### src/rtl/npg_pkg.sv
package npg_pkg;

    localparam int CB_LOCK   = 31;
    localparam int CB_ERRIE  = 25;
    localparam int CB_DONEIE = 24;
    localparam int CB_START  = 16;
    localparam int CB_WIDTH  = 8;
    localparam int CB_SECT   = 3;
    localparam int CB_MASS   = 2;
    localparam int CB_SERASE = 1;
    localparam int CB_PROG   = 0;

    localparam int SB_WIDTH  = 6;
    localparam int SB_ROW    = 5;
    localparam int SB_PROT   = 4;
    localparam int SB_REJ    = 1;
    localparam int SB_DONE   = 0;

    localparam int          SECT_FIELD_W = 4;
    localparam logic [31:0] CTRL_INIT    = 32'h8000_0000;

    typedef enum logic [1:0] {
        OP_NONE  = 2'd0,
        OP_PROG  = 2'd1,
        OP_SECT  = 2'd2,
        OP_MASS  = 2'd3
    } op_e;

    typedef struct packed {
        logic                    lock;
        logic                    err_en;
        logic                    done_en;
        logic                    start;
        logic [1:0]              width;
        logic [SECT_FIELD_W-1:0] sect;
        logic                    mass;
        logic                    serase;
        logic                    prog;
    } ctrl_t;

    typedef struct packed {
        logic width;
        logic row;
        logic prot;
    } fault_t;

    typedef struct packed {
        logic width;
        logic row;
        logic prot;
        logic rej;
        logic done;
    } flags_t;

    function automatic ctrl_t word_to_ctrl(logic [31:0] w);
        ctrl_t c;
        c.lock    = w[CB_LOCK];
        c.err_en  = w[CB_ERRIE];
        c.done_en = w[CB_DONEIE];
        c.start   = w[CB_START];
        c.width   = w[CB_WIDTH +: 2];
        c.sect    = w[CB_SECT +: SECT_FIELD_W];
        c.mass    = w[CB_MASS];
        c.serase  = w[CB_SERASE];
        c.prog    = w[CB_PROG];
        return c;
    endfunction

    function automatic logic [31:0] ctrl_to_word(ctrl_t c);
        logic [31:0] w;
        w = '0;
        w[CB_LOCK]                 = c.lock;
        w[CB_ERRIE]                = c.err_en;
        w[CB_DONEIE]               = c.done_en;
        w[CB_START]                = c.start;
        w[CB_WIDTH +: 2]           = c.width;
        w[CB_SECT +: SECT_FIELD_W] = c.sect;
        w[CB_MASS]                 = c.mass;
        w[CB_SERASE]               = c.serase;
        w[CB_PROG]                 = c.prog;
        return w;
    endfunction

    function automatic flags_t word_to_flags(logic [31:0] w);
        flags_t f;
        f.width = w[SB_WIDTH];
        f.row   = w[SB_ROW];
        f.prot  = w[SB_PROT];
        f.rej   = w[SB_REJ];
        f.done  = w[SB_DONE];
        return f;
    endfunction

    function automatic logic [31:0] flags_to_word(flags_t f);
        logic [31:0] w;
        w = '0;
        w[SB_WIDTH] = f.width;
        w[SB_ROW]   = f.row;
        w[SB_PROT]  = f.prot;
        w[SB_REJ]   = f.rej;
        w[SB_DONE]  = f.done;
        return w;
    endfunction

    function automatic logic any_fault(fault_t f);
        return f.width | f.row | f.prot;
    endfunction

endpackage

### src/rtl/npg_ctrl_reg.sv
module npg_ctrl_reg
    import npg_pkg::*;
(
    input  logic        clk,
    input  logic        rst,
    input  logic        wr_en,
    input  logic [31:0] wdata,
    input  logic        unlock,
    input  logic        seq_busy,
    input  logic        start_clr,
    output ctrl_t       ctrl_q
);

    ctrl_t wf;
    logic  wr_ok;
    logic  start_set;

    always_comb begin
        wf        = word_to_ctrl(wdata);
        wr_ok     = wr_en & ~ctrl_q.lock;
        start_set = wr_ok & wf.start & (wf.mass | wf.serase) & ~seq_busy & ~ctrl_q.start;
    end

    always_ff @(posedge clk) begin
        if (rst) begin
            ctrl_q <= word_to_ctrl(CTRL_INIT);
        end else begin
            if (ctrl_q.lock) begin
                if (unlock) begin
                    ctrl_q.lock <= 1'b0;
                end
            end else if (wr_en) begin
                ctrl_q.lock    <= wf.lock;
                ctrl_q.err_en  <= wf.err_en;
                ctrl_q.done_en <= wf.done_en;
                ctrl_q.width   <= wf.width;
                ctrl_q.sect    <= wf.sect;
                ctrl_q.mass    <= wf.mass;
                ctrl_q.serase  <= wf.serase;
                ctrl_q.prog    <= wf.prog;
            end
            if (start_set) begin
                ctrl_q.start <= 1'b1;
            end else if (start_clr) begin
                ctrl_q.start <= 1'b0;
            end
        end
    end

endmodule

### src/rtl/npg_access_check.sv
module npg_access_check
    import npg_pkg::*;
#(
    parameter int ADDR_W    = 18,
    parameter int SECT_LOG2 = 14,
    parameter int NUM_SECT  = 12,
    parameter int ROW_LOG2  = 4
) (
    input  ctrl_t                        ctrl,
    input  logic [ADDR_W-1:0]            prog_addr,
    input  logic [1:0]                   prog_size,
    input  logic [NUM_SECT-1:0]          wp_mask,
    output fault_t                       prog_fault,
    output fault_t                       erase_fault,
    output logic [ADDR_W-SECT_LOG2-1:0]  prog_sector
);

    localparam int SEC_W     = ADDR_W - SECT_LOG2;
    localparam int ADDR_SPAN = 1 << SEC_W;
    localparam int FLD_SPAN  = 1 << SECT_FIELD_W;
    localparam int SUM_W     = ROW_LOG2 + 5;
    localparam int ROW_BYTES = 1 << ROW_LOG2;

    logic [ADDR_SPAN-1:0] guard_addr;
    logic [FLD_SPAN-1:0]  guard_fld;
    logic [SUM_W-1:0]     reach;

    for (genvar i = 0; i < ADDR_SPAN; i++) begin : g_addr_guard
        if (i < NUM_SECT) begin : g_real
            assign guard_addr[i] = wp_mask[i];
        end else begin : g_absent
            assign guard_addr[i] = 1'b1;
        end
    end

    for (genvar j = 0; j < FLD_SPAN; j++) begin : g_fld_guard
        if (j < NUM_SECT) begin : g_real
            assign guard_fld[j] = wp_mask[j];
        end else begin : g_absent
            assign guard_fld[j] = 1'b1;
        end
    end

    always_comb begin
        prog_sector      = prog_addr[ADDR_W-1:SECT_LOG2];
        reach            = SUM_W'(prog_addr[ROW_LOG2-1:0]) + (SUM_W'(1) << prog_size);
        prog_fault.width = (prog_size != ctrl.width);
        prog_fault.row   = (reach > SUM_W'(ROW_BYTES));
        prog_fault.prot  = guard_addr[prog_sector];

        erase_fault.width = 1'b0;
        erase_fault.row   = 1'b0;
        erase_fault.prot  = ctrl.mass ? (|wp_mask) : guard_fld[ctrl.sect];
    end

endmodule

### src/rtl/npg_seq.sv
module npg_seq
    import npg_pkg::*;
#(
    parameter int SEC_W = 4
) (
    input  logic                    clk,
    input  logic                    rst,
    input  ctrl_t                   ctrl,
    input  logic                    prog_valid,
    input  fault_t                  prog_fault,
    input  fault_t                  erase_fault,
    input  logic [SEC_W-1:0]        prog_sector,
    input  logic                    arr_done,
    output logic                    busy,
    output logic                    start_clr,
    output flags_t                  hw_set,
    output logic                    arr_start,
    output op_e                     arr_op,
    output logic [SECT_FIELD_W-1:0] arr_sector
);

    logic erase_go, prog_go;
    logic erase_rej, erase_acc, prog_rej, prog_acc;
    logic done_ev;
    op_e  next_op;
    logic [SECT_FIELD_W-1:0] next_sector;

    always_comb begin
        erase_go  = ~busy & ctrl.start;
        prog_go   = ~busy & ~ctrl.start & prog_valid & ctrl.prog & ~ctrl.lock;
        erase_rej = erase_go & any_fault(erase_fault);
        erase_acc = erase_go & ~any_fault(erase_fault);
        prog_rej  = prog_go & any_fault(prog_fault);
        prog_acc  = prog_go & ~any_fault(prog_fault);
        done_ev   = busy & arr_done;

        hw_set.width = prog_rej & prog_fault.width;
        hw_set.row   = prog_rej & prog_fault.row;
        hw_set.prot  = (prog_rej & prog_fault.prot) | (erase_rej & erase_fault.prot);
        hw_set.rej   = (prog_rej | erase_rej) & ctrl.err_en;
        hw_set.done  = done_ev & ctrl.done_en;

        start_clr = erase_rej | (done_ev & (arr_op != OP_PROG));

        if (erase_acc) begin
            next_op     = ctrl.mass ? OP_MASS : OP_SECT;
            next_sector = ctrl.mass ? '0 : ctrl.sect;
        end else begin
            next_op     = OP_PROG;
            next_sector = SECT_FIELD_W'(prog_sector);
        end
    end

    always_ff @(posedge clk) begin
        if (rst) begin
            busy       <= 1'b0;
            arr_start  <= 1'b0;
            arr_op     <= OP_NONE;
            arr_sector <= '0;
        end else begin
            arr_start <= erase_acc | prog_acc;
            if (erase_acc | prog_acc) begin
                busy       <= 1'b1;
                arr_op     <= next_op;
                arr_sector <= next_sector;
            end else if (done_ev) begin
                busy       <= 1'b0;
                arr_op     <= OP_NONE;
                arr_sector <= '0;
            end
        end
    end

endmodule

### src/rtl/npg_status.sv
module npg_status
    import npg_pkg::*;
(
    input  logic        clk,
    input  logic        rst,
    input  logic        clr_en,
    input  logic [31:0] wdata,
    input  flags_t      hw_set,
    output flags_t      flags_q
);

    flags_t clr;

    always_comb begin
        clr = clr_en ? word_to_flags(wdata) : '0;
    end

    always_ff @(posedge clk) begin
        if (rst) begin
            flags_q <= '0;
        end else begin
            flags_q <= (flags_q & ~clr) | hw_set;
        end
    end

endmodule

### src/rtl/npg_top.sv
module npg_top
    import npg_pkg::*;
#(
    parameter int ADDR_W    = 18,
    parameter int SECT_LOG2 = 14,
    parameter int NUM_SECT  = 12,
    parameter int ROW_LOG2  = 4
) (
    input  logic                clk,
    input  logic                rst,
    input  logic                reg_wr,
    input  logic                reg_addr,
    input  logic [31:0]         reg_wdata,
    output logic [31:0]         reg_rdata,
    input  logic                unlock,
    input  logic [NUM_SECT-1:0] wp_mask,
    input  logic                prog_valid,
    input  logic [ADDR_W-1:0]   prog_addr,
    input  logic [1:0]          prog_size,
    input  logic                arr_done,
    output logic                arr_start,
    output logic [1:0]          arr_op,
    output logic [3:0]          arr_sector
);

    localparam int SEC_W = ADDR_W - SECT_LOG2;

    ctrl_t             ctrl_q;
    flags_t            flags_q;
    flags_t            hw_set;
    fault_t            prog_fault;
    fault_t            erase_fault;
    logic [SEC_W-1:0]  prog_sector;
    logic              busy;
    logic              start_clr;
    op_e               op_q;
    logic [31:0]       ctrl_word;
    logic [31:0]       status_word;

    npg_ctrl_reg i_ctrl (
        .clk       (clk),
        .rst       (rst),
        .wr_en     (reg_wr & reg_addr),
        .wdata     (reg_wdata),
        .unlock    (unlock),
        .seq_busy  (busy),
        .start_clr (start_clr),
        .ctrl_q    (ctrl_q)
    );

    npg_access_check #(
        .ADDR_W    (ADDR_W),
        .SECT_LOG2 (SECT_LOG2),
        .NUM_SECT  (NUM_SECT),
        .ROW_LOG2  (ROW_LOG2)
    ) i_check (
        .ctrl        (ctrl_q),
        .prog_addr   (prog_addr),
        .prog_size   (prog_size),
        .wp_mask     (wp_mask),
        .prog_fault  (prog_fault),
        .erase_fault (erase_fault),
        .prog_sector (prog_sector)
    );

    npg_seq #(
        .SEC_W (SEC_W)
    ) i_seq (
        .clk         (clk),
        .rst         (rst),
        .ctrl        (ctrl_q),
        .prog_valid  (prog_valid),
        .prog_fault  (prog_fault),
        .erase_fault (erase_fault),
        .prog_sector (prog_sector),
        .arr_done    (arr_done),
        .busy        (busy),
        .start_clr   (start_clr),
        .hw_set      (hw_set),
        .arr_start   (arr_start),
        .arr_op      (op_q),
        .arr_sector  (arr_sector)
    );

    npg_status i_status (
        .clk     (clk),
        .rst     (rst),
        .clr_en  (reg_wr & ~reg_addr),
        .wdata   (reg_wdata),
        .hw_set  (hw_set),
        .flags_q (flags_q)
    );

    always_comb begin
        ctrl_word   = ctrl_to_word(ctrl_q);
        status_word = flags_to_word(flags_q);
        reg_rdata   = reg_addr ? ctrl_word : status_word;
        arr_op      = op_q;
    end

endmodule

### config.mk
export PLATFORM = sky130hd
export DESIGN_NAME = npg_top
export DESIGN_NICKNAME = d
export VERILOG_FILES = /design/src/rtl/npg_pkg.sv /design/src/rtl/npg_ctrl_reg.sv /design/src/rtl/npg_access_check.sv /design/src/rtl/npg_seq.sv /design/src/rtl/npg_status.sv /design/src/rtl/npg_top.sv
export SDC_FILE = /design/constraint.sdc
export NUM_CORES = 1
export LEC_CHECK = 0
export BUFFER_PORTS_ARGS = -buffer_cell sky130_fd_sc_hd__buf_4
export CORE_AREA = 2 2 65 67
export CTS_BUF_LIST = sky130_fd_sc_hd__clkbuf_4 sky130_fd_sc_hd__clkbuf_8
export CTS_CLUSTER_DIAMETER = 50
export DETAILED_ROUTE_END_ITERATION = 6
export DIE_AREA = 0 0 67 69
export PLACE_DENSITY_LB_ADDON = 0.05
export RECOVER_POWER = 50
export SKIP_LAST_GASP = 1
export SLEW_MARGIN = 20
export SYNTH_ARGS = -nofsm -noshare
export SYNTH_HDL_FRONTEND = slang
export SYNTH_SLANG_ARGS = --single-unit
### constraint.sdc
create_clock -name clk -period 8 [get_ports clk]
set_input_delay 1.2 -clock clk [delete_from_list [all_inputs] [get_ports clk]]
set_output_delay 1.2 -clock clk [all_outputs]
set_load 0.02 [all_outputs]
# Word level (Yosys, flattened, before mapping)
# Index checks and enable logic that the tools add are counted.
# W data, S select, Z words.
# totals
input_bits	71
mem_bits_ro	0
register_bits	26
mem_bits_rw	0
memories	0
word_cells	91
latchBits	0
# classes
n_mul	0
mux	22
eq_ne	2
bitwise_logic	40
magnitude_cmp	3
n_addsub	1
div_mod_pow	0
n_reduce_logical	4
shift	1
# op_table
cell	n
$mux W32	1
$and A1 B1 Y1	24
$mux W4	4
$reduce_or A12 Y1	1
$lt A4 B5 Y1 const B	2
$mux W1	10
$add A4 B9 Y9	1
$gt A9 B5 Y1 const B	1
$shl A1 B2 Y9 const A	1
$bmux W1 S4	2
$or A1 B1 Y1	7
$mux W2	3
$not A1 Y1	6
$and A5 B5 Y5	1
$mux W5	1
$not A5 Y5	1
$or A5 B5 Y5	1
$reduce_bool A2 Y1	2
$mux W3	1
$ne A2 B1 Y1 const B	1
$ne A2 B2 Y1	1
$reduce_and A2 Y1	1

# Longest topological paths before layout
# Gate-level depths: netlist of run 1.
# depth
word_depth	9
mapped_depth	11
depth_no_buf	10

# Hierarchy
# Synthesis of run 1 repeated with hierarchy kept, for this count alone.
# hier_totals
cells_unflattened	216
hier_area_um2	1908.1
# modules_own_cells
module	cells_per_inst	n_inst	area_each_um2	seq_area_each_um2
npg_ctrl_reg	58	1	485.5	260.2
npg_seq	52	1	478.0	160.2
npg_access_check	49	1	456.7	0.0
npg_top	37	1	306.5	0.0
npg_status	20	1	181.4	100.1

# Least setup slack after synthesis of run 1
# No wires, ideal clock.
# synth_timing
path_type	input-to-reg
start	input prog_size[0]
end	register i_seq.arr_sector[2]
setup_time_ps	93
arrival_time_ps	3312
slack_ps	4595
n_path_buf	1
t_required_ps	7907
cell_stages	11
cell_sequence	nor2_1 > ha_1 > inv_1 > fa_1 > nand2b_1 > a2111oi_0 > o21ai_1 > a211o_1 > buf_6 > or2_4 > o311ai_2
# synth_between
elab_chain_len	9
word_cells_on_any_way	11
cone_classes	add/sub: 1; order compare: 1; eq/ne: 1; shift: 1; mux: 1; bitwise: 5; reduce/logical: 1
# synth_rtl
element	line	rtl
start, declared	npg_top.sv:19	input logic [1:0] prog_size,
$shl A1 B2 Y9	npg_access_check.sv:46	reach = SUM_W'(prog_addr[ROW_LOG2-1:0]) + (SUM_W'(1) << prog_size);
$add A4 B9 Y9	npg_access_check.sv:46	
$gt A9 B5 Y1	npg_access_check.sv:48	prog_fault.row = (reach > SUM_W'(ROW_BYTES));
$or A1 B1 Y1 (*) (2 in series)	npg_pkg.sv:106	return f.width | f.row | f.prot;
$not A1 Y1 (*)	npg_seq.sv:34	prog_acc = prog_go & ~any_fault(prog_fault);
$and A1 B1 Y1 (*)	npg_seq.sv:34	
$or A1 B1 Y1 (*)	npg_seq.sv:62	if (erase_acc | prog_acc) begin
$mux W4 or $reduce_bool A2 Y1 (tied branches)	-	
end signal, assigned	npg_seq.sv:65	arr_sector <= next_sector;
end, declared	npg_seq.sv:19	output logic [SECT_FIELD_W-1:0] arr_sector
# Every way passes the cells marked *; elsewhere a longest branch is shown, timed or not.
# A chain may end at the register's enable or synchronous reset.

# Final worst setup path of run 1
# Same ends and word-level chain as after synthesis.

==> results of run 1 <==
## cells by family (layout without fill, tap and decap cells)
logic type | Yosys count | in the layout | synth area share, %
simple gates | 77 | 77 | 21.3
compound gates | 49 | 49 | 19.1
buf+inv | 40 | 77 | 12.6
flops | 26 | 26 | 28.6
mux | 14 | 14 | 12.9
fa+ha+maj | 5 | 5 | 3.85
xor+xnor | 3 | 3 | 1.44
other cells | 1 | 19 | 0.206
## per-stage QoR
| stage | utilization [%] | instance area (um2) | total power (uW) | hold slack, ns |
|---|---|---|---|---|
| 3_3_place_gp | 56.8 | 2220 | 201 | 0.444 |
| 4_1_cts | 58.2 | 2280 | 286 | 0.461 |
| 2_1_floorplan | - | 1890 | 181 | 0.433 |
| 3_5_place_dp | 56.8 | 2220 | 201 | 0.447 |
| 5_1_grt | 57.3 | 2240 | 299 | 0.497 |
| 6_report | 57.3 | 2240 | 283 | 0.460 |
## routing by layer
layer | vias up | wire length, um | GRT usage [%]
met3 | 4 | 285 | 4.08
met2 | 55 | 1980 | 29.4
met5 | - | 0 | 0
li1 | 839 | - | -
met1 | 749 | 1950 | 28.1
met4 | 0 | 59 | 3.85
## cells in the final DEF, fill, tap and decap left out, types with 2 or more instances in the layout
| master | count |
|---|---|
| mux2_2 | 6 |
| a31oi_1 | 3 |
| mux4_1 | 3 |
| mux4_2 | 3 |
| dfxtp_1 | 26 |
| ha_1 | 4 |
| conb_1 | 19 |
| or2_2 | 2 |
| nand2_1 | 33 |
| nor2b_1 | 5 |
| o31a_1 | 2 |
| buf_4 | 53 |
| nand2b_1 | 5 |
| clkbuf_8 | 4 |
| a21oi_1 | 20 |
| o2111ai_1 | 4 |
| mux2i_1 | 2 |
| nor2_1 | 10 |
| and2_1 | 9 |
| o211ai_1 | 4 |
| clkbuf_1 | 8 |
| a22oi_1 | 2 |
| inv_1 | 12 |
| xnor2_1 | 3 |
## final cells by class
class,count,area share (%)
Clock buffer,4,2.45
Inverter,12,2.01
Multi-Input combinational cell,167,50.5
Sequential cell,26,23.2
Tap cell,50,2.79
Timing Repair Buffer,61,19.1
## how the worst min path moves through the flow
stage                                   from                            end  slack (ns)  cells past startpoint
2_1_floorplan  i_ctrl.ctrl_q[1]$_SDFFE_PP0P_  i_ctrl.ctrl_q[1]$_SDFFE_PP0P_        0.43                      2
6_report       i_ctrl.ctrl_q[1]$_SDFFE_PP0P_  i_ctrl.ctrl_q[1]$_SDFFE_PP0P_        0.46                      2
3_3_place_gp   i_ctrl.ctrl_q[1]$_SDFFE_PP0P_  i_ctrl.ctrl_q[1]$_SDFFE_PP0P_        0.44                      2
5_1_grt        i_ctrl.ctrl_q[1]$_SDFFE_PP0P_  i_ctrl.ctrl_q[1]$_SDFFE_PP0P_        0.50                      2
4_1_cts        i_ctrl.ctrl_q[1]$_SDFFE_PP0P_  i_ctrl.ctrl_q[1]$_SDFFE_PP0P_        0.46                      2
3_5_place_dp   i_ctrl.ctrl_q[1]$_SDFFE_PP0P_  i_ctrl.ctrl_q[1]$_SDFFE_PP0P_        0.45                      2
## sequential cells by signal, indices dropped and copies added, names as in the netlist
register	count
i_ctrl.ctrl_q	13
i_status.flags_q	5
i_seq.arr_start	1
i_seq.busy	1
i_seq.arr_sector	4
i_seq.arr_op	2
## critical path: stages
cell       delay, ns
buf_4           0.13
nor2_1          0.11
ha_1            0.18
inv_1           0.05
fa_1            0.47
nand2b_1        0.07
a2111oi_0       0.43
o21ai_1         0.16
a211o_1         0.41
or2_4           0.31
o311ai_2        0.21
## power groups by stage
stage | registers, uW | logic [uW] | clock network, uW
2_1_floorplan | 137 | 44.7 | 0
3_3_place_gp | 138 | 63.2 | 0
3_5_place_dp | 138 | 63.6 | 0
4_1_cts | 135 | 63.7 | 87.3
5_1_grt | 135 | 69.6 | 93.9
6_report | 134 | 63.2 | 85.5
==> flow_summary.json, run 1 <==
{
  "outcome": "complete, no violations",
  "maxSlewViolCount": 0,
  "finalHoldViolations": 0,
  "worstMarginPinSlew_ns": 0.892,
  "first_pass_iters": 4,
  "dieArea_um2": 4620,
  "wl_per_cell_um": 13.4,
  "power_frac_comb_pct": 22.3,
  "multiInputGateArea_um2": 1130,
  "seq_power_share_pct": 47.5,
  "cts.sinks": 26,
  "post_cts_buffers": 0,
  "synthFlopType": "dfxtp_1",
  "drt-vias-per-instance": 5.15,
  "detail_route.wirelength_mm": 4.28,
  "clock_latency_ns": 0.27,
  "final_cells": 320,
  "synth_top_cell_by_area": "dfxtp_1",
  "fmax_mhz": 282,
  "timing.rr.start": "i_ctrl.ctrl_q[3]$_SDFFE_PP0P_",
  "grt_pass1_vias": 1481,
  "grt_max_degree": 30,
  "yosysMostFrequentCell": "nand2_1",
  "holdCritPathClass": "flip-flop to flip-flop",
  "track_usage_pct": 19.3,
  "start_util_pct": 46.5,
  "cp_data_required_time_ns": 8.18,
  "synth_common_cells": "nand2_1, dfxtp_1, a21oi_1",
  "nets": 347,
  "drive_gt1_share_pct": 27.0,
  "p_leak_uw": 0.000932,
  "fillers": 402,
  "async_reset_ff_share_pct": 0,
  "n_antenna_cell": 0,
  "setup_ws_ns": 4.45,
  "setup_viol": 0,
  "globalplace.congestion": 0.763,
  "synth_edf_count": 0,
  "fp.dieW_um": 67,
  "worstReg2RegEnd": "i_seq.arr_sector[2]$_SDFFE_PP0P_",
  "ir_drop_v": 0.000122,
  "grt_pass1_wl_mm": 7.07,
  "synth_top_area_share_pct": 28.6,
  "post-route-period-util_pct": 44.3,
  "cts_buffer_depth": 2,
  "grt_setup_unrepaired": "false",
  "synth_cell_types": 55,
  "finalCriticalPeriod_ns": 3.55,
  "synth_area_leaders": "dfxtp_1, buf_4, nand2_1",
  "rows": 23,
  "r2r_slack_ns": 5.77,
  "intPower_uw": 205,
  "startpoint_type": "input pin",
  "maxCapViolCount": 0,
  "synth_area_per_cell_um2": 8.47,
  "critPathArrivalTime_ns": 3.73,
  "fin_setup_tns_ns": 0,
  "h-tree-depth": 1,
  "initialDrtViolationCount": 61,
  "crit_fanout": 9,
  "fin_skew_ns": 0.00525,
  "placed_cells": 316,
  "clock-root-buffer": "clkbuf_8",
  "path_clk_slew_ns": 0.09,
  "cts_hold_buf": 0,
  "place_hpwl_mm": 3.33,
  "die-height_um": 69,
  "net-switching-power_uw": 78.4,
  "ys_ff_latch": 26,
  "antenna_found_initial": 0,
  "cts_tree": "yes",
  "critical_path_class": "input pin to flip-flop",
  "yosysSeqAreaShare_pct": 28.6,
  "place_ws_ns": 4.14,
  "switching_share_pct": 27.7,
  "ios": 110,
  "grt.overflow.total": 0,
  "via_count": 1647,
  "ant_nets": 0,
  "yosysWarningCount": 0,
  "ff2ff_path_depth": 6,
  "area_delta_synth_final_pct": 23.2,
  "core_um2": 3910,
  "cts.repair.resized": 0,
  "seq_area_um2": 520,
  "drcViolationCount": 0,
  "cts_made_buffers": 3,
  "critPathCapture": "i_seq.arr_sector[2]$_SDFFE_PP0P_",
  "max_slew_margin_pct": 40.3,
  "cp-startpoint": "prog_size[0]",
  "end_kind": "flip-flop",
  "power_frac_clock_pct": 30.2,
  "syn_area_um2": 1820,
  "synthCells": 215,
  "io_buffers": 61,
  "p_per_area_nw_per_um2": 126
}
(Power assumes the default switching activity.)
==> run 2, diff against run 1 <==
- CORE_AREA: 2 2 65 67 -> 2 2 71 73
- DIE_AREA: 0 0 67 69 -> 0 0 73 75
- clock period: 8 -> 3.2 ns (I/O delays scaled with it)
==> flow_summary.json, run 2 (same netlist as run 1, synthesis figures left out) <==
{
  "outcome": "complete, no violations",
  "fp.dieW_um": 73,
  "ant_nets": 0,
  "p_per_area_nw_per_um2": 341,
  "clock-root-buffer": "clkbuf_8",
  "wl_met3_um": 279,
  "grt_pass1_vias": 1437,
  "wl_met2_mm": 1.91,
  "antenna_found_initial": 0,
  "fillers": 493,
  "startpoint_type": "input pin",
  "final_cell_mix": "buf_4, nand2_1, dfxtp_1",
  "drt-vias-per-instance": 5.01,
  "finalHoldViolations": 0,
  "die-height_um": 75,
  "seq_area_um2": 520,
  "via_count": 1627,
  "critical_path_class": "input pin to flip-flop",
  "dieArea_um2": 5480,
  "largest_reg_flops": 13,
  "detail_route.wirelength_mm": 4.56,
  "maxSlewViolCount": 0,
  "largest_register": "i_ctrl.ctrl_q",
  "path_clk_slew_ns": 0.10,
  "net-switching-power_uw": 204,
  "ios": 110,
  "nets": 348,
  "track_usage_pct": 17.1,
  "globalplace.congestion": 0.741,
  "area_delta_synth_final_pct": 24.5,
  "first_pass_iters": 4,
  "fin_setup_tns_ns": 0,
  "ir_drop_v": 0.000222,
  "cp_cell_sequence": "buf_4 > nor2_1 > ha_1 > inv_1 > fa_1 > nand2b_1 > a2111oi_0 > o21ai_1 > a211o_1 > or2_4 > o311ai_2",
  "cts.sinks": 26,
  "p_leak_uw": 0.000932,
  "clock_latency_ns": 0.28,
  "crit_fanout": 9,
  "cp_data_required_time_ns": 3.39,
  "cts_buffer_depth": 2,
  "layout_commonest_cell": "buf_4",
  "grt_pass1_wl_mm": 7.20,
  "holdCritPathClass": "input pin to flip-flop",
  "drcViolationCount": 0,
  "h-tree-depth": 1,
  "worstMarginPinSlew_ns": 0.683,
  "post_cts_buffers": 0,
  "drive_gt1_share_pct": 26.6,
  "grt_max_degree": 30,
  "cts_made_buffers": 3,
  "cp_slowest_cell": "fa_1",
  "max_slew_margin_pct": 54.5,
  "maxCapViolCount": 0,
  "fmax_mhz": 359,
  "power_frac_comb_pct": 20.5,
  "cts.repair.resized": 0,
  "finalCriticalPeriod_ns": 2.78,
  "critPathArrivalTime_ns": 2.97,
  "routed.top_layer": "met4",
  "intPower_uw": 570,
  "power_frac_clock_pct": 36.0,
  "rows": 25,
  "reg.largest.list": "i_ctrl.ctrl_q (13), i_status.flags_q (5), i_seq.arr_sector (4)",
  "core_um2": 4660,
  "wl_met1_mm": 2.33,
  "io_buffers": 61,
  "seq_power_share_pct": 43.5,
  "grt_setup_unrepaired": "false",
  "wl_per_cell_um": 14.0,
  "fin_skew_ns": 0.00862,
  "n_antenna_cell": 0,
  "place_hpwl_mm": 3.49,
  "switching_share_pct": 26.3,
  "cts_tree": "yes",
  "start_util_pct": 39.1,
  "end_kind": "flip-flop",
  "multiInputGateArea_um2": 1140,
  "setup_viol": 0,
  "slowest_delay_ns": 0.47,
  "grt.overflow.total": 0,
  "post-route-period-util_pct": 86.9,
  "holdWs_ns": 0.417,
  "cts_hold_buf": 0,
  "initialDrtViolationCount": 110
}
-- run 2: cell count changes in the layout (fill, tap and decap cells not counted), sizes merged --
cell    before  now
buf         53   51
bufinv       0    1
clkbuf      12   14
-- run 2: area by class of cell --
cell class / count / area share (%)
clock buffer: 3 / 1.82
clock inverter: 1 / 1.33
inverter: 12 / 1.99
multi-input combinational: 167 / 50.2
sequential: 26 / 23.0
tap: 54 / 2.98
timing repair buffer: 62 / 18.7
-- run 2: power groups by stage --
stage / Clock, uW / Sequential [uW] / Combinational, uW
after floorplan: 0 / 342 / 112
after detailed placement: 0 / 344 / 160
final: 278 / 337 / 159
after CTS: 285 / 337 / 161
after global routing: 293 / 338 / 176
after global placement: 0 / 344 / 160
-- run 2: path summary, 6_finish.rpt --
path	from	to	slack [ns]	depth (start not counted)
worst max-delay path	prog_size[0]	i_seq.arr_sector[2]$_SDFFE_PP0P_	0.42	11
worst min-delay path	reg_wdata[31]	i_ctrl.ctrl_q[12]$_SDFF_PP1_	0.42	2
worst max register to register	i_ctrl.ctrl_q[3]$_SDFFE_PP0P_	i_seq.arr_sector[2]$_SDFFE_PP0P_	0.86	6
worst min register to register	i_ctrl.ctrl_q[1]$_SDFFE_PP0P_	i_ctrl.ctrl_q[1]$_SDFFE_PP0P_	0.47	2
-- run 2: critical path: cells and delay by family --
kind            cells  cell delay, ns
simple gates        3            0.49
fa+ha+maj           2            0.64
buf+inv             2            0.18
compound gates      4            1.18
-- run 2: layer usage --
metal  up-vias  global-route usage [%]
li1        837                       -
met2        59                    25.1
met3         4                    2.28
met1       727                    26.5
met4         0                    3.70
met5         -                       0
-- run 2: per-stage QoR --
| stage | instances | setup slack [ns] | cell area [um2] | utilization, % | power (uW) |
|---|---|---|---|---|---|
| 3_5_place_dp | 321 | 0.124 | 2240 | 48.0 | 505 |
| 3_3_place_gp | 321 | 0.137 | 2240 | 48.0 | 504 |
| 2_1_floorplan | 233 | 0.515 | 1890 | - | 454 |
| 4_1_cts | 325 | 0.416 | 2310 | 49.5 | 783 |
| 5_1_grt | 325 | 0.231 | 2270 | 48.6 | 807 |
| 6_report | 325 | 0.418 | 2270 | 48.6 | 773 |
==> run 3, diff against run 2 <==
- CORE_AREA: 2 2 71 73 -> 2 2 72 74
- DIE_AREA: 0 0 73 75 -> 0 0 74 76
- SYNTH_HIERARCHICAL: not set -> 1
==> flow_summary.json, run 3 <==
{
  "finalHoldViolations": 0,
  "synth-simple-area-share_pct": 26.9,
  "max_slew_margin_pct": 34.3,
  "track_usage_pct": 16.1,
  "fin_skew_ns": 0.00200,
  "synth_top_family_by_area": "simple AND/OR/NAND/NOR gates",
  "final_cell_mix": "buf_4, nand2_1, dfxtp_1",
  "holdWs_ns": 0.399,
  "routed.top_layer": "met4",
  "net-switching-power_uw": 198,
  "initialDrtViolationCount": 99,
  "grt_pass1_vias": 1465,
  "fillers": 519,
  "ff2ff_path_depth": 8,
  "h-tree-depth": 1,
  "critical_path_class": "input pin to flip-flop",
  "worstReg2RegEnd": "i_seq/arr_sector[0]$_SDFFE_PP0P_",
  "cts_buffer_depth": 2,
  "fp.dieW_um": 74,
  "reg.largest.list": "i_ctrl/ctrl_q (13), i_status/flags_q (5), i_seq/arr_sector (4)",
  "dieArea_um2": 5620,
  "area_delta_synth_final_pct": 20.8,
  "yosysMostFrequentCell": "nand2_1",
  "cts_tree": "yes",
  "r2r_slack_ns": 0.54,
  "synthMuxAreaShare_pct": 11.9,
  "n_antenna_cell": 0,
  "async_reset_ff_share_pct": 0,
  "p_leak_uw": 0.000960,
  "clock_latency_ns": 0.27,
  "post-route-period-util_pct": 85.5,
  "timing.rr.start": "i_ctrl/ctrl_q[6]$_SDFFE_PP0N_",
  "grt.overflow.total": 0,
  "intPower_uw": 515,
  "startpoint_type": "input pin",
  "synthFlopType": "dfxtp_1",
  "antenna_found_initial": 0,
  "grt_setup_unrepaired": "false",
  "cp-startpoint": "prog_size[0]",
  "critPathArrivalTime_ns": 2.90,
  "maxSlewViolCount": 0,
  "yosysSeqAreaShare_pct": 27.3,
  "clock-root-buffer": "clkbuf_8",
  "outcome": "complete, no violations",
  "drive_gt1_share_pct": 27.8,
  "layout_commonest_cell": "buf_4",
  "finalCriticalPeriod_ns": 2.74,
  "wl_met2_mm": 2.04,
  "synth_fa_ha_area_share_pct": 3.67,
  "critPathCapture": "i_seq/arr_sector[0]$_SDFFE_PP0P_",
  "nets": 347,
  "die-height_um": 76,
  "synth_area_leaders": "dfxtp_1, buf_4, nand2_1",
  "seq_area_um2": 520,
  "p_per_area_nw_per_um2": 310,
  "cts.repair.resized": 0,
  "fin_area_um2": 2300,
  "multiInputGateArea_um2": 1170,
  "ant_nets": 0,
  "synth_compound_area_share_pct": 13.6,
  "cts_made_buffers": 3,
  "drcViolationCount": 0,
  "synthCells": 216,
  "yosysWarningCount": 6,
  "cts_hold_buf": 0,
  "setup_viol": 0,
  "power_frac_comb_pct": 22.3,
  "power_frac_clock_pct": 30.5,
  "wl_per_cell_um": 13.2,
  "end_kind": "flip-flop",
  "ios": 110,
  "wl_met1_mm": 2.12,
  "start_util_pct": 38.8,
  "ys_ff_latch": 26,
  "largest_register": "i_ctrl/ctrl_q",
  "cp_data_required_time_ns": 3.37,
  "synth_top_cell_by_area": "dfxtp_1",
  "via_count": 1601,
  "grt_pass1_wl_mm": 7.09,
  "synth_top_area_share_pct": 27.3,
  "globalplace.congestion": 0.727,
  "synth_common_cells": "nand2_1, dfxtp_1, buf_4",
  "worstMarginPinSlew_ns": 0.984,
  "path_clk_slew_ns": 0.09,
  "grt_max_degree": 30,
  "rows": 26,
  "largest_reg_flops": 13,
  "maxCapViolCount": 0,
  "fmax_mhz": 365,
  "place_hpwl_mm": 3.44,
  "core_um2": 4910,
  "post_cts_buffers": 0,
  "placed_area_um2": 2300,
  "synth_edf_count": 0,
  "seq_power_share_pct": 47.2,
  "switching_share_pct": 27.8,
  "synth_area_per_cell_um2": 8.83,
  "syn_area_um2": 1910,
  "detail_route.wirelength_mm": 4.47,
  "synth_cell_types": 47,
  "ir_drop_v": 0.000167,
  "drt-vias-per-instance": 4.71,
  "synth-xor-area-share_pct": 1.84,
  "wl_met3_um": 251,
  "first_pass_iters": 4,
  "holdCritPathClass": "input pin to flip-flop",
  "io_buffers": 61,
  "crit_fanout": 7,
  "fin_setup_tns_ns": 0,
  "cts.sinks": 26
}
run 3: cell count changes after synthesis, sizes merged, moves of 6 or more:
cell    delta
nand2      -6
nor3       +9
clkbuf     -6
buf        +9
run 3: power groups by stage:
stage	registers (uW)	logic, uW	clock network [uW]
finish	337	159	218
global route	338	175	239
CTS	337	162	223
detailed placement	345	162	0
global placement	345	161	0
floorplan	343	119	0
run 3: cells by family (layout without fill, tap and decap cells):
| kind of cell | after synthesis | count (layout) |
|---|---|---|
| simple gates | 88 | 88 |
| buf+inv | 42 | 77 |
| compound gates | 37 | 37 |
| flops | 26 | 26 |
| mux | 12 | 12 |
| fa+ha+maj | 5 | 5 |
| xor+xnor | 4 | 4 |
| other cells | 2 | 21 |
run 3: worst min path at each step:
stage,endpoint,from,depth (start not counted),slack [ns]
after CTS,i_status/flags_q[4]$_SDFF_PP0_,reg_wdata[6],2,0.40
final,i_status/flags_q[4]$_SDFF_PP0_,reg_wdata[6],2,0.40
after detailed placement,i_ctrl/ctrl_q[1]$_SDFFE_PP0N_,i_ctrl/ctrl_q[1]$_SDFFE_PP0N_,2,0.46
after global routing,i_status/flags_q[4]$_SDFF_PP0_,reg_wdata[6],2,0.39
after floorplan,i_ctrl/ctrl_q[10]$_SDFFE_PP0N_,i_ctrl/ctrl_q[10]$_SDFFE_PP0N_,2,0.43
after global placement,i_ctrl/ctrl_q[1]$_SDFFE_PP0N_,i_ctrl/ctrl_q[1]$_SDFFE_PP0N_,2,0.46
run 3: cell type report:
type,instances,share of cell area (%)
multi-input combinational,167,50.9
sequential,26,22.6
timing repair buffer,62,18.6
inverter,11,1.79
clock buffer,4,2.39
tap,70,3.80
run 3: stage by stage:
stage	power (uW)	worst slack (ns)	cells	utilization (%)
after CTS	723	0.453	340	47.9
after global routing	752	0.273	340	46.9
after global placement	507	0.161	336	46.8
after floorplan	462	0.653	235	-
final	714	0.463	340	46.9
after detailed placement	507	0.187	336	46.8
run 3: layer usage:
metal	GRT usage (%)	up-vias
met2	24.1	53
li1	-	820
met5	0	-
met1	23.2	723
met4	5.45	0
met3	2.51	5
run 3: worst max-delay path: stages:
cell	delay, ns
buf_4	0.13
nor2_1	0.10
ha_1	0.17
inv_1	0.06
fa_1	0.40
xnor2_1	0.15
nor3b_1	0.19
a21oi_1	0.12
nor3_2	0.26
nor4b_4	0.45
nor3_1	0.11
a221o_1	0.28
